==> src/rtl/i2c_rescue_pkg.sv <==
package i2c_rescue_pkg;

    typedef int unsigned uint_t;

    // Block phases: watching the idle bus, host transfer, SCL hold, settle check.
    typedef enum logic [1:0] {
        PH_WATCH  = 2'd0,
        PH_XFER   = 2'd1,
        PH_HOLD   = 2'd2,
        PH_SETTLE = 2'd3
    } phase_e;

    // Synchronized line levels.
    typedef struct packed {
        logic scl;
        logic sda;
    } bus_t;

    // Convert a microsecond window into clock cycles, at least one.
    function automatic uint_t us_to_cycles(input uint_t hz, input uint_t us);
        logic [63:0] c;
        c = 64'(hz) / 64'd1000 * 64'(us) / 64'd1000;
        if (c == 64'd0) c = 64'd1;
        return uint_t'(c);
    endfunction

    function automatic int bits_for(input uint_t n);
        return (n < 2) ? 1 : $clog2(n);
    endfunction

    function automatic uint_t max3(input uint_t a, input uint_t b, input uint_t c);
        uint_t m;
        m = (a > b) ? a : b;
        return (m > c) ? m : c;
    endfunction

endpackage

==> src/rtl/i2c_rescue_sync.sv <==
module i2c_rescue_sync #(
    parameter int WIDTH  = 2,
    parameter int STAGES = 2
) (
    input  logic             clk,
    input  logic             rst,
    input  logic [WIDTH-1:0] d,
    output logic [WIDTH-1:0] q
);
    // One shift chain per line; resets to low so nothing reads idle early.
    for (genvar i = 0; i < WIDTH; i++) begin : g_bit
        logic [STAGES-1:0] chain;
        always_ff @(posedge clk) begin
            if (rst) chain <= '0;
            else     chain <= {chain[STAGES-2:0], d[i]};
        end
        assign q[i] = chain[STAGES-1];
    end
endmodule

==> src/rtl/i2c_rescue_ctrl.sv <==
module i2c_rescue_ctrl
    import i2c_rescue_pkg::*;
#(
    parameter uint_t DEB_CYC  = 100,
    parameter uint_t HOLD_CYC = 3500,
    parameter uint_t SET_CYC  = 100,
    parameter uint_t RETRIES  = 3,
    parameter int    CNT_W    = 12,
    parameter int    TRY_W    = 2
) (
    input  logic   clk,
    input  logic   rst,
    input  bus_t   line,
    input  logic   host_req,
    output phase_e phase,
    output logic   ev_done,
    output logic   ev_fail
);
    localparam logic [CNT_W-1:0] DEB_LAST  = CNT_W'(DEB_CYC - 1);
    localparam logic [CNT_W-1:0] HOLD_LAST = CNT_W'(HOLD_CYC - 1);
    localparam logic [CNT_W-1:0] SET_LAST  = CNT_W'(SET_CYC - 1);
    localparam logic [TRY_W-1:0] TRY_LAST  = TRY_W'(RETRIES);

    logic [CNT_W-1:0] cnt;
    logic [TRY_W-1:0] tries;
    logic             idle_hi;
    logic             hung;

    assign idle_hi = line.scl & line.sda;
    assign hung    = line.scl & ~line.sda;

    assign ev_done = (phase == PH_SETTLE) & idle_hi;
    assign ev_fail = (phase == PH_SETTLE) & ~idle_hi & (cnt == SET_LAST);

    always_ff @(posedge clk) begin
        if (rst) begin
            phase <= PH_WATCH;
            cnt   <= '0;
            tries <= '0;
        end else begin
            unique case (phase)
                PH_WATCH: begin
                    if (host_req && idle_hi) begin
                        phase <= PH_XFER;
                        cnt   <= '0;
                    end else if (hung) begin
                        if (cnt == DEB_LAST) begin
                            phase <= PH_HOLD;
                            cnt   <= '0;
                            tries <= '0;
                        end else begin
                            cnt <= cnt + CNT_W'(1);
                        end
                    end else begin
                        cnt <= '0;
                    end
                end
                PH_XFER: begin
                    if (!host_req) begin
                        phase <= PH_WATCH;
                        cnt   <= '0;
                    end
                end
                PH_HOLD: begin
                    if (cnt == HOLD_LAST) begin
                        phase <= PH_SETTLE;
                        cnt   <= '0;
                    end else begin
                        cnt <= cnt + CNT_W'(1);
                    end
                end
                PH_SETTLE: begin
                    if (idle_hi) begin
                        phase <= PH_WATCH;
                        cnt   <= '0;
                    end else if (cnt == SET_LAST) begin
                        cnt <= '0;
                        if (tries == TRY_LAST) begin
                            phase <= PH_WATCH;
                        end else begin
                            tries <= tries + TRY_W'(1);
                            phase <= PH_HOLD;
                        end
                    end else begin
                        cnt <= cnt + CNT_W'(1);
                    end
                end
                default: phase <= PH_WATCH;
            endcase
        end
    end
endmodule

==> src/rtl/i2c_rescue_status.sv <==
module i2c_rescue_status #(
    parameter int ERR_W = 8
) (
    input  logic             clk,
    input  logic             rst,
    input  logic             ev_done,
    input  logic             ev_fail,
    output logic             done_pulse,
    output logic             failed,
    output logic [ERR_W-1:0] errs
);
    always_ff @(posedge clk) begin
        if (rst) begin
            done_pulse <= 1'b0;
            failed     <= 1'b0;
            errs       <= '0;
        end else begin
            done_pulse <= ev_done;
            if (ev_fail) failed <= 1'b1;
            if (ev_fail && !(&errs)) errs <= errs + ERR_W'(1);
        end
    end
endmodule

==> src/rtl/i2c_bus_rescue.sv <==
module i2c_bus_rescue
    import i2c_rescue_pkg::*;
#(
    parameter uint_t CLK_HZ      = 100_000_000,
    parameter uint_t HOLD_US     = 35_000,
    parameter uint_t DEBOUNCE_US = 1_000,
    parameter uint_t SETTLE_US   = 1_000,
    parameter uint_t RETRIES     = 3,
    parameter int    ERR_W       = 8
) (
    input  logic             clk,
    input  logic             rst,
    input  logic             host_req,
    input  logic             host_scl_oe,
    input  logic             host_sda_oe,
    output logic             host_grant,
    input  logic             scl_in,
    input  logic             sda_in,
    output logic             scl_oe,
    output logic             sda_oe,
    output logic             bus_ready,
    output logic             recovering,
    output logic             recovery_done,
    output logic             recovery_failed,
    output logic [ERR_W-1:0] err_count
);
    localparam uint_t HOLD_CYC = us_to_cycles(CLK_HZ, HOLD_US);
    localparam uint_t DEB_CYC  = us_to_cycles(CLK_HZ, DEBOUNCE_US);
    localparam uint_t SET_CYC  = us_to_cycles(CLK_HZ, SETTLE_US);
    localparam int    CNT_W    = bits_for(max3(HOLD_CYC, DEB_CYC, SET_CYC));
    localparam int    TRY_W    = bits_for(RETRIES + 1);

    logic [1:0] sync_q;
    bus_t       line;
    phase_e     phase;
    logic       ev_done;
    logic       ev_fail;

    i2c_rescue_sync #(.WIDTH(2), .STAGES(2)) u_sync (
        .clk (clk),
        .rst (rst),
        .d   ({scl_in, sda_in}),
        .q   (sync_q)
    );

    assign line = bus_t'(sync_q);

    i2c_rescue_ctrl #(
        .DEB_CYC  (DEB_CYC),
        .HOLD_CYC (HOLD_CYC),
        .SET_CYC  (SET_CYC),
        .RETRIES  (RETRIES),
        .CNT_W    (CNT_W),
        .TRY_W    (TRY_W)
    ) u_ctrl (
        .clk      (clk),
        .rst      (rst),
        .line     (line),
        .host_req (host_req),
        .phase    (phase),
        .ev_done  (ev_done),
        .ev_fail  (ev_fail)
    );

    i2c_rescue_status #(.ERR_W(ERR_W)) u_status (
        .clk        (clk),
        .rst        (rst),
        .ev_done    (ev_done),
        .ev_fail    (ev_fail),
        .done_pulse (recovery_done),
        .failed     (recovery_failed),
        .errs       (err_count)
    );

    assign host_grant = (phase == PH_XFER);
    assign scl_oe     = (phase == PH_HOLD) | (host_grant & host_scl_oe);
    assign sda_oe     = host_grant & host_sda_oe;
    assign bus_ready  = (phase == PH_WATCH) & line.scl & line.sda;
    assign recovering = (phase == PH_HOLD) | (phase == PH_SETTLE);
endmodule

==> config.mk <==
export PLATFORM = sky130hd
export DESIGN_NAME = i2c_bus_rescue
export DESIGN_NICKNAME = d
export VERILOG_FILES = /design/src/rtl/i2c_rescue_pkg.sv /design/src/rtl/i2c_rescue_sync.sv /design/src/rtl/i2c_rescue_ctrl.sv /design/src/rtl/i2c_rescue_status.sv /design/src/rtl/i2c_bus_rescue.sv
export SDC_FILE = /design/constraint.sdc
export NUM_CORES = 1
export LEC_CHECK = 0
export BUFFER_PORTS_ARGS = -buffer_cell sky130_fd_sc_hd__buf_4
export CORE_MARGIN = 5
export CORE_UTILIZATION = 25
export CTS_CLUSTER_SIZE = 28
export DETAILED_ROUTE_END_ITERATION = 6
export PLACE_DENSITY_LB_ADDON = 0.3
export SLEW_MARGIN = 20
export SYNTH_ARGS = -nofsm -noshare
export SYNTH_HDL_FRONTEND = slang
export SYNTH_SLANG_ARGS = --single-unit
==> constraint.sdc <==
create_clock -name clk -period 2.3 [get_ports clk]
set_input_delay 0.23 -clock clk [delete_from_list [all_inputs] [get_ports clk]]
set_output_delay 0.23 -clock clk [all_outputs]
set_load 0.005 [all_outputs]
-- Word-level counts from Yosys, hierarchy flattened
Index checks and enable logic that the tools add are counted.
Widths: inputs -> output; s select.
- register bits: 40
- output and inout port bits: 15
- word-level logic and storage cells: 72
- add/subtract/negate cells: 3
- equal/unequal tests: 17
- mux-type cells: 23
- bitwise logic cells: 13
- reduce and logical (&&, ||, !) cells: 8
- operator list (operator ; number):
    $mux 22 ; 6
    $pmux 22 s4 ; 1
    $mux 2 ; 14
    $add 22x1->22 const B ; 1
    $eq 22x17->1 const B ; 1
    $eq 22x22->1 const B ; 1
    $and 1x1->1 ; 9
    $ne 3x1->1 const B ; 3
    $add 8x1->8 const B ; 1
    $ne 2x1->1 const B ; 4
    $ne 2x2->1 const B ; 4
    $pmux 2 s4 ; 1
    $reduce_and 8->1 ; 1
    $reduce_and 7->1 ; 1
    $eq 2x2->1 const B ; 3
    $reduce_and 5->1 ; 1
    $pmux 2 s2 ; 1
    $add 2x1->2 const B ; 1
    $eq 2x1->1 const B ; 1
    $logic_and 1x1->1 ; 2
    $logic_not 2->1 ; 1
    $not 1->1 ; 2
    $or 1x1->1 ; 2
    $reduce_bool 2->1 ; 1
    $logic_not 1->1 ; 1

-- Longest topological paths before layout
- depth in word-level cells: 5
- depth in mapped cells: 8
- depth with buffers taken out: 8

-- Hierarchy
Synthesis repeated with hierarchy kept, for this count alone.
- cell total of the unflattened synthesis: 236
- area total of the unflattened synthesis: 2097.0 um2
- modules (own cells, without submodules) (module ; times used ; cells an instance ; area an instance (um2) ; sequential area each (um2)):
    i2c_rescue_ctrl ; 1 ; 163 ; 1402.6 ; 520.5
    i2c_rescue_status ; 1 ; 56 ; 533.0 ; 200.2
    i2c_rescue_sync ; 1 ; 10 ; 120.1 ; 80.1
    i2c_bus_rescue ; 1 ; 7 ; 41.3 ; 0.0

-- Worst setup path before layout
No wires, ideal clock.
- kind: reg2reg
- start point: reg u_ctrl.cnt[16]
- end point: reg u_ctrl.phase[1]
- setup time: 0.067 ns
- arrival: 2.015 ns
- required time: 2.233 ns
- path slack: 0.218 ns
- cell stages (with the launch flop): 7
- buffers on the path: 0
- clock period less this slack: 2.082 ns
- cells stage by stage: dfxtp_1 > or4b_4 > nor4_4 > nand4_2 > a221o_1 > nand3b_4 > a21oi_2
- word-level cells in the longest chain between the ends: 3
- elaborated cells between the ends (all ways): 6
- RTL lines (item ; line ; source):
    start, declared ; i2c_rescue_ctrl.sv:24 ; logic [CNT_W-1:0] cnt;
    start signal, assigned ; i2c_rescue_ctrl.sv:52 ; cnt <= cnt + CNT_W'(1);
    start signal, assigned ; i2c_rescue_ctrl.sv:69 ; cnt <= cnt + CNT_W'(1);
    start signal, assigned ; i2c_rescue_ctrl.sv:85 ; cnt <= cnt + CNT_W'(1);
    $eq 22x17->1 / $eq 22x22->1 (equally long branches) ; i2c_rescue_ctrl.sv:47, i2c_rescue_ctrl.sv:76, i2c_rescue_ctrl.sv:65 ;
    $ne 3x1->1 (no source line) / $ne 2x1->1 (equally long branches) ; -- ;
    $reduce_and 5->1 (no source line) (*) ; -- ;
    end signal, assigned ; i2c_rescue_ctrl.sv:48 ; phase <= PH_HOLD;
    end signal, assigned ; i2c_rescue_ctrl.sv:74 ; phase <= PH_WATCH;
    end signal, assigned ; i2c_rescue_ctrl.sv:79 ; phase <= PH_WATCH;
    end, declared ; i2c_rescue_ctrl.sv:15 ; output phase_e phase,
Mark *: on every way between the ends. The rest lies on a longest branch, timed or not.
A chain may end at the register's enable or synchronous reset.

-- Worst setup path in the final report
- start point: reg u_ctrl.cnt[8]
- end point: reg u_status.errs[5]
- word-level cells in the longest chain between the ends: 3
- RTL lines (item ; line ; source):
    $eq 22x17->1 ; i2c_rescue_ctrl.sv:33 ; assign ev_fail = (phase == PH_SETTLE) & ~idle_hi & (cnt == SET_LAST);
    $and 1x1->1 ; i2c_rescue_ctrl.sv:33 ;
    $logic_and 1x1->1 ; i2c_rescue_status.sv:20 ; if (ev_fail && !(&errs)) errs <= errs + ERR_W'(1);
    end signal, assigned ; i2c_rescue_status.sv:20 ;
    end, declared ; i2c_rescue_status.sv:10 ; output logic [ERR_W-1:0] errs
No other way between the ends.

==> summary.md <==
| Metric | Value |
|---|---|
| Outcome | `finished clean` |
| Period utilisation layout | `93.07%` |
| Leak | `0.0009054 µW` |
| Async S/R FF share, synth | `0%` |
| First-pass GRT wire length | `7.852 mm` |
| Hold_buf cts | `0` |
| Post-Synth Adder-Cell Area | `4.796%` |
| Die height | `101.4 µm` |
| Crit-path max FO | `8` |
| Largest net degree at the start of global routing | `26` |
| DRC viols | `0` |
| Via count | `1,779` |
| Slew HR | `73.04%` |
| Tot GR Track Use | `9.553%` |
| Drt first pass iters | `4` |
| Syn avg cell area | `8.696 µm²` |
| Initial core utilization | `25.53%` |
| # IOs | `22` |
| RePlAce Congestion | `0.7936` |
| Total CTS buffers | `5` |
| Clock Path Buffers | `2` |
| Crit path kind | `register to register` |
| Port Buf Inserts | `21` |
| Setup violations, final | `0` |
| Min cycle time layout | `2.141 ns` |
| R2r startpoint | `u_ctrl.cnt[8]` |
| Worst Hold Launch | `scl_in` |
| Initial drt markers | `105` |
| Wire length per cell | `12.12 µm` |
| # diodes | `0` |
| Arr. time, crit path | `2.33 ns` |
| Number of vias per cell | `4.669` |
| Later-pin clock latency in the skew report | `0.29 ns` |
| Synth Area in Simple Gates | `36.39%` |
| Critical Path Start | `u_ctrl.cnt[8]` |
| ANT nets after route | `0` |
| Post-Synthesis Cells | `240` |
| Hold path depth | `2` |
| Compound-Gate Fraction of Synth Area | `8.273%` |
| Cell area after synthesis | `0.002087 mm²` |
| Synth warnings | `0` |
| CTS clk-pin slew, worst paths | `0.08 ns` |
| Main flop type after synthesis | `dfxtp_1` |
| RSZ-0062 raised after global routing | `no` |
| Hold Fails Final Rpt | `0` |
| Top-area cell type share of the netlist area | `38.37%` |
| Post-DP Area | `0.002435 mm²` |
| Final Slew Violations | `0` |
| Total Routed Length | `4.616 mm` |
| Detail Placement HPWL | `3.424 mm` |
| # Post-CTS Setup Buffers | `0` |
| Util after Layout | `31.19%` |
| Area leader, netlist | `dfxtp_1` |
| Worst Skew | `0.004759 ns` |
| Setup ws final | `0.1593 ns` |
| Combinational family with the most area after synthesis | `simple AND/OR/NAND/NOR gates` |
| Sequential area share after synthesis | `38.37%` |
| CP endpoint kind | `register` |
| Antenna violations before repair | `0` |
| Cell variety after synth | `45` |
| R2r setup slk | `0.16 ns` |
| CORE AREA | `0.008175 mm²` |
| Post-synthesis xor/xnor area fraction | `8.813%` |
| Reg2Reg Depth | `6` |
| Crit path launch type | `register` |
| Worst-Margin Slew | `0.4013 ns` |
| End of the worst register-to-register path | `u_status.errs[5]` |
| Worst Path Required | `2.49 ns` |
| Final setup TNS | `0 ns` |
| Max IR drop VDD | `244.7 µV` |
| DIE AREA | `0.01027 mm²` |
| Top post-synthesis cells by area | `dfxtp_1 (38%), nor2_1 (6.7%), ha_1 (4.8%), xor2_1 (4.6%), xnor2_1 (4.2%)` |
| Layout area overhead | `22.18%` |
| Clk root buf | `clkbuf_8` |
| Syn nets | `255` |
| Cells resized by post-CTS repair | `0` |
| Final net count | `290` |
| Share of cells above drive strength 1 | `20.29%` |
| Min-delay worst type | `input pin to register` |
| Cell Rows | `33` |
| Total number of H-tree levels | `2` |
| Hold Crit Endpoint | `u_sync.g_bit[1].chain[0]` |
| # fillers | `879` |
| TritonCTS sink count | `40` |
| F_max | `467.1 MHz` |
| TritonCTS clock tree | `yes` |
| Final instance area | `0.002550 mm²` |
| Post-synth EDFFs | `0` |
| Die width | `101.4 µm` |
| # Max-Cap Violations | `0` |
| Pre-CTS setup slack | `0.04518 ns` |
| Hold_ws | `0.1490 ns` |
| Synth Register Bits | `40` |
| GRT overflow | `0` |
| Vias in the first global route | `1,627` |
| Post-synthesis mux area share | `0.9592%` |
| Power Density | `521.0 mW/mm²` |
[sequential cells by signal (all words and copies together), names as in the netlist]
register / cells
u_ctrl.cnt: 22
u_ctrl.phase: 2
u_ctrl.tries: 2
u_status.done_pulse: 1
u_status.errs: 8
u_status.failed: 1
u_sync.g_bit.chain: 4
[cells in the final DEF (no fill, tap or decap), types with 3 or more instances in the layout]
| master | n |
|---|---|
| a21oi_1 | 12 |
| and3_1 | 6 |
| and4_1 | 3 |
| buf_4 | 33 |
| clkbuf_8 | 6 |
| dfxtp_1 | 40 |
| ha_1 | 8 |
| inv_1 | 5 |
| nand2_1 | 21 |
| nand2b_1 | 3 |
| nand3_1 | 16 |
| nand4_1 | 6 |
| nand4b_1 | 3 |
| nor2_1 | 37 |
| nor2b_1 | 6 |
| nor3_1 | 12 |
| nor4b_1 | 4 |
| o21ai_0 | 3 |
| xnor2_1 | 10 |
| xor2_1 | 11 |
[synthesized netlist by cell type, types with 4 or more instances]
cell type and count:
ha_1 8, xor2_1 11, nand4_1 6, and3_1 6, xnor2_1 10, nor3_1 12, dfxtp_1 40, inv_1 5
nand2_1 21, nor2b_1 6, nor4b_1 4, nor2_1 37, nand3_1 16, a21oi_1 12
[kinds of logic (layout without fill, tap and decap cells)]
| group | after synthesis | in the layout |
|---|---|---|
| buffers and inverters | 10 | 46 |
| adders and majority gates | 8 | 8 |
| DFF | 40 | 40 |
| xor gates and xnor gates | 21 | 21 |
| and+or+nand+nor | 134 | 134 |
| muxes | 2 | 2 |
| AOI/OAI and AO/OA | 25 | 25 |
[area by class of cell]
type / count / area [µm²] / share of cell area, %
Multi-Input combinational cell: 190 / 1254 / 49.17
Sequential cell: 40 / 800.8 / 31.40
Timing Repair Buffer: 33 / 247.7 / 9.715
Tap cell: 105 / 131.4 / 5.152
Clock buffer: 6 / 82.58 / 3.238
Inverter: 5 / 18.77 / 0.7360
Clock inverter: 2 / 15.01 / 0.5888
[report_power, final]
part,switching (µW),total (µW),internal [µW]
registers,7.50,707,700
clock network,255,498,243
logic,66.3,124,57.5
total,328,1330,1000
[critical path: stages, from the launching register on]
cell and delay [ns]:
dfxtp_1 0.35, or4bb_1 0.57, nor4b_4 0.36, nand4_4 0.22, nor2_4 0.24, a21oi_1 0.09
a31o_2 0.21
[worst max path at each step]
| stage | endpoint | slack, ns |
|---|---|---|
| global placement | u_status.errs[2] | 0.07 |
| floorplan | u_ctrl.phase[1] | 0.22 |
| CTS | u_status.errs[2] | 0.04 |
| finish | u_status.errs[5] | 0.16 |
| global route | u_ctrl.cnt[19] | 0.008 |
| detailed placement | u_status.errs[2] | 0.05 |
[metal layers]
metal	global-route usage, %	routed length [µm]	vias to the layer above
met2	14.84	2047	27
met4	3.374	64	0
met3	2.548	189	4
li1	-	-	916
met1	12.76	2314	832
met5	0	0	-
[per-stage QoR]
stage / total power [µW] / cells
2_1_floorplan: 804.4 / 240
3_5_place_dp: 848.2 / 373
3_3_place_gp: 847.0 / 373
6_report: 1329 / 381
5_1_grt: 1397 / 381
4_1_cts: 1346 / 381
(Power assumes the default switching activity.)
